`config.mk`:
```
export PLATFORM = sky130hd
export DESIGN_NAME = rollover_status
export DESIGN_NICKNAME = d
export VERILOG_FILES = /design/src/rtl/rollover_pkg.sv /design/src/rtl/rollover_ctl.sv /design/src/rtl/rollover_dp.sv /design/src/rtl/rollover_status.sv
export SDC_FILE = /design/constraint.sdc
export NUM_CORES = 1
export LEC_CHECK = 0
export BUFFER_PORTS_ARGS = -buffer_cell sky130_fd_sc_hd__buf_4
export CAP_MARGIN = 10
export CORE_MARGIN = 2
export CORE_UTILIZATION = 48
export CTS_BUF_LIST = sky130_fd_sc_hd__clkbuf_8
export DETAILED_ROUTE_END_ITERATION = 7
export HOLD_SLACK_MARGIN = 0.05
export MAX_ROUTING_LAYER = met4
export PLACE_DENSITY_LB_ADDON = 0.3
export SLEW_MARGIN = 15
export SYNTH_ARGS = -nofsm -noshare
export SYNTH_HDL_FRONTEND = slang
export SYNTH_HIERARCHICAL = 1
export SYNTH_SLANG_ARGS = --single-unit
export TNS_END_PERCENT = 10
```
`constraint.sdc`:
```
create_clock -name clk -period 2.05 [get_ports clk]
set_input_delay 0.3075 -clock clk [delete_from_list [all_inputs] [get_ports clk]]
set_output_delay 0.3075 -clock clk [all_outputs]
set_load 0.005 [all_outputs]
```
`src/rtl/rollover_pkg.sv`:
```
package rollover_pkg;
  // Decoded bus strobes passed from control to datapath
  typedef struct packed {
    logic clrStatus;
    logic loadMask;
    logic selStatus;
    logic selMask;
  } ctl_t;
endpackage

```
`src/rtl/rollover_ctl.sv`:
```
module rollover_ctl
  import rollover_pkg::*;
#(
  parameter int ADDR_W      = 4,
  parameter int STATUS_ADDR = 0,
  parameter int MASK_ADDR   = 1
) (
  input  logic              rdEn,
  input  logic [ADDR_W-1:0] rdAddr,
  input  logic              wrEn,
  input  logic [ADDR_W-1:0] wrAddr,
  output ctl_t              ctl
);
  localparam logic [ADDR_W-1:0] StatusA = ADDR_W'(STATUS_ADDR);
  localparam logic [ADDR_W-1:0] MaskA   = ADDR_W'(MASK_ADDR);

  always_comb begin
    ctl.selStatus = rdEn && (rdAddr == StatusA);
    ctl.selMask   = rdEn && (rdAddr == MaskA);
    ctl.clrStatus = ctl.selStatus;
    ctl.loadMask  = wrEn && (wrAddr == MaskA);
  end
endmodule

```
`src/rtl/rollover_dp.sv`:
```
module rollover_dp
  import rollover_pkg::*;
#(
  parameter int NUM_RATES = 6,
  parameter int DATA_W    = 8
) (
  input  logic                 clk,
  input  logic                 rstN,
  input  logic [NUM_RATES-1:0] rollStrobe,
  input  ctl_t                 ctl,
  input  logic [NUM_RATES-1:0] maskIn,
  output logic [DATA_W-1:0]    rdData,
  output logic                 irqN,
  output logic [NUM_RATES-1:0] statusQ,
  output logic [NUM_RATES-1:0] maskQ
);
  localparam int PadW = DATA_W - NUM_RATES;

  // One sticky flag per rate: the clear comes first, then the strobe is ORed in
  for (genvar i = 0; i < NUM_RATES; i++) begin : g_flag
    always_ff @(posedge clk or negedge rstN) begin
      if (!rstN) statusQ[i] <= 1'b0;
      else       statusQ[i] <= (statusQ[i] & ~ctl.clrStatus) | rollStrobe[i];
    end
  end

  always_ff @(posedge clk or negedge rstN) begin
    if (!rstN)             maskQ <= '0;
    else if (ctl.loadMask) maskQ <= maskIn;
  end

  logic [NUM_RATES-1:0] rateData;
  always_comb begin
    rateData = '0;
    if (ctl.selStatus)    rateData = statusQ;
    else if (ctl.selMask) rateData = maskQ;
  end

  if (PadW > 0) begin : g_pad
    assign rdData = {{PadW{1'b0}}, rateData};
  end else begin : g_nopad
    assign rdData = rateData[DATA_W-1:0];
  end

  assign irqN = ~|(statusQ & maskQ);
endmodule

```
`src/rtl/rollover_status.sv`:
```
module rollover_status
  import rollover_pkg::*;
#(
  parameter int NUM_RATES   = 6,
  parameter int DATA_W      = 8,
  parameter int ADDR_W      = 4,
  parameter int STATUS_ADDR = 0,
  parameter int MASK_ADDR   = 1
) (
  input  logic                 clk,
  input  logic                 rstN,
  input  logic [NUM_RATES-1:0] rollStrobe,
  input  logic                 rdEn,
  input  logic [ADDR_W-1:0]    rdAddr,
  input  logic                 wrEn,
  input  logic [ADDR_W-1:0]    wrAddr,
  input  logic [DATA_W-1:0]    wrData,
  output logic [DATA_W-1:0]    rdData,
  output logic                 irqN
);
  ctl_t                 ctl;
  logic [NUM_RATES-1:0] statusQ;
  logic [NUM_RATES-1:0] maskQ;

  rollover_ctl #(
    .ADDR_W(ADDR_W), .STATUS_ADDR(STATUS_ADDR), .MASK_ADDR(MASK_ADDR)
  ) i_ctl (
    .rdEn(rdEn), .rdAddr(rdAddr), .wrEn(wrEn), .wrAddr(wrAddr), .ctl(ctl)
  );

  rollover_dp #(
    .NUM_RATES(NUM_RATES), .DATA_W(DATA_W)
  ) i_dp (
    .clk(clk), .rstN(rstN), .rollStrobe(rollStrobe), .ctl(ctl),
    .maskIn(wrData[NUM_RATES-1:0]), .rdData(rdData), .irqN(irqN),
    .statusQ(statusQ), .maskQ(maskQ)
  );
endmodule

```
==> flow_summary_export.csv <==
group,metric,value,unit
route,drt_first_pass_iters,4,
clocking,clk_pin_slew,0.05,ns
timing,rsz0062_at_grt,"no",
timing,finalCritPeriodShare,82.37,%
critical_path,cp.required,1.74,ns
critical_path,cpMaxStageDelayCell,"nor4_2",
clocking,cts_resized,0,
synthesis,yosysSeqAreaShare,45.89,%
critical_path,r2r_start,"i_dp/maskQ[2]",
timing,finalMaxSlewViolations,0,
timing,fmax,592.2,MHz
layout,final_cell_mix,"32 x buf_4, 12 x dfrtp_1, 6 x a21o_1, 6 x mux2_4",
clocking,cts_sinks,12,
route,ant_nets,0,
flow_run,drv_cap,0,
worst_hold_path,worstHoldPathCells,2,
synthesis,ys_seq_elements,12,
synthesis,syn-cell-area,654.4,sq um
power_and_ir_drop,switching_power,146.3,uW
clocking,clk_path_buf_depth,2,
power_and_ir_drop,total_power,672.1,uW
timing,hold_viol,0,
clocking,root_buffer,"clkbuf_8",
synthesis,yosys.area_share.xor_xnor,0,%
placed_design,gp_congestion,0.6516,
critical_path,cp_top_family,"simple AND/OR/NAND/NOR gates",
timing,setup_violations,0,
route,via_count,526,
floorplan,die-height,40.92,um
route,drt_iter0_drc,7,
timing,final.setup.tns,0,ns
critical_path,path_class,"input port to primary output",
power_and_ir_drop,vdd_drop_max,469.0,uV
power_and_ir_drop,swShare,21.76,%
placed_design,io_buffers,30,
global_routing,grt_pass1_wl,1690,um
critical_path,r2r_cells,1,
critical_path,regToRegSetupSlack,1.26,ns
synthesis,synthAdderAreaFrac,0,%
critical_path,arrival,1.38,ns
timing,fin_skew,0,ns
synthesis,synth_compound_area_share,17.21,%
floorplan,initial_core_util,50.93,%
route,routedWlPerCell,12.70,um
floorplan,dieArea,1674,sq um
power_and_ir_drop,seq_power_share,43.7,%
power_and_ir_drop,power_density,717.2,nW/um^2
critical_path,end_kind,"primary output",
floorplan,num_rows,13,
clocking,ctsHoldBuffers,1,
synthesis,syn_avg_cell_area,12.83,sq um
critical_path,slowest_delay,0.34,ns
layout,num_antenna_cells,0,
global_routing,overflow,0,
synthesis,synthMuxAreaShare,13.77,%
power_and_ir_drop,clkPwrFrac,37.9,%
route,avgViaCountPerCell,5.313,
clocking,cts_setup_buffers,0,
synthesis,synth_cells,51,
critical_path,crit_top_cell,"buf_4",
critical_path,crit_path_max_fanout,7,
layout,final_nets,111,
floorplan,die_w,40.92,um
global_routing,antenna_found_initial,0,
power_and_ir_drop,p_leak,0.4436,nW
placed_design,dp.final_hpwl,1024,um
worst_hold_path,whs_endpoint,"i_dp/statusQ[2]",
global_routing,gr-usage-all-layers,17.18,%
critical_path,rr_endpoint,"i_dp/maskQ[2]",
clocking,cts_buffers,3,
synthesis,synth_simple_gate_area_share,15.11,%
layout,mostFrequentLayoutCell,"buf_4",
route,drc_errors,0,
layout,areaGrowthSynthToFinish,43.21,%
power_and_ir_drop,p_comb_share,18.3,%
worst_hold_path,min_from,"rollStrobe[2]",
route,wl,1257,um
synthesis,yosysUniqueCellTypes,18,
power_and_ir_drop,p_int,525.9,uW
critical_path,startpoint_type,"input port",
worst_hold_path,min_path_type,"input port to flip-flop",
layout,drive_above_1_share,54.76,%
clocking,clk_latency,0.24,ns
critical_path,cp_cell_sequence,"buf_4 > nand2b_4 > nor4_2 > buf_4 > a22o_1 > buf_4",
global_routing,grt_max_degree,13,
clocking,cts_tree,"built",
critical_path,path_buf_inv,3,
floorplan,io_pins,35,
floorplan,core_area,1285,sq um
synthesis,synth_top_family_by_area,"compound AO/OA/AOI/OAI gates",
timing,period_needed,1.689,ns
clocking,htree_num_levels,1,
global_routing,grt_pass1_vias,427,
synthesis,yosysWarningCount,6,
outcome,outcome,"completed",
==> synth_stat cells, drive strengths merged <==
master  number  share of area [%]
buf          5                6.9
nor2         1               0.57
nor2b        1                2.1
nand2        4                2.3
a21o         6                6.9
and4b        1                1.5
a22o         4                5.4
conb         1               0.57
mux2         6                 14
and3         1               0.96
inv          1               0.57
nor4b        1                3.6
a22oi        3                3.4
nor4         1                1.9
dfrtp       12                 46
o21ai        2                1.5
nand2b       1                2.1
==> layer usage <==
metal  vias up  part of all wire (%)  GRT usage [%]
met5         -                     0              -
met4         0                   3.2          12.50
met3         4                   7.2          3.261
met2        28                    48          27.34
met1       249                    41          18.97
li1        245                     -              -
==> metrics by stage <==
step	cell area, sq um	setup slack, ns	instances	util (%)	hold slack [ns]
6_report	937.1	0.3614	99	72.93	0.2387
3_3_place_gp	872.1	0.3671	94	67.87	0.1510
3_5_place_dp	872.1	0.3450	94	67.87	0.1524
4_1_cts	937.1	0.3375	99	72.93	0.2360
2_1_floorplan	658.1	0.6872	52	-	0.01191
5_1_grt	937.1	0.2932	99	72.93	0.2386
==> worst max-delay path by stage <==
stage | startpoint | endpoint | slack, ns | depth (start not counted)
6_report | rdAddr[1] | rdData[2] | 0.36 | 6
5_1_grt | rdAddr[1] | rdData[2] | 0.29 | 6
4_1_cts | rdAddr[1] | rdData[2] | 0.34 | 6
3_5_place_dp | rdAddr[1] | rdData[2] | 0.35 | 6
3_3_place_gp | rdAddr[1] | rdData[0] | 0.37 | 6
2_1_floorplan | rdAddr[1] | rdData[5] | 0.69 | 5
==> sequential cells by signal (all words and copies together), names as in the netlist <==
register / count
i_dp/maskQ: 6
i_dp/statusQ: 6
==> final cells by class <==
cell class / count / area [sq um]
Multi-Input combinational cell: 34 / 309.0
Fill cell: 99 / 347.8
Inverter: 1 / 3.754
Clock buffer: 4 / 55.05
Sequential cell: 12 / 300.3
Timing Repair Buffer: 33 / 250.2
Tap cell: 15 / 18.77
==> power groups by stage <==
stage / Clock, mW / Sequential [mW] / Combinational [mW]
floorplan: 0 / 0.289 / 0.0712
global placement: 0 / 0.296 / 0.119
detailed placement: 0 / 0.298 / 0.123
CTS: 0.261 / 0.294 / 0.126
global route: 0.272 / 0.298 / 0.134
finish: 0.255 / 0.294 / 0.123
==> logic make-up (layout without fill, tap and decap cells) <==
family / count (synthesis) / count (layout)
buffers and inverters: 6 / 38
AND/OR/NAND/NOR: 11 / 11
other: 1 / 2
multiplexers: 6 / 6
flip-flops: 12 / 12
AO/OA/AOI/OAI: 15 / 15
(Power assumes the default switching activity.)
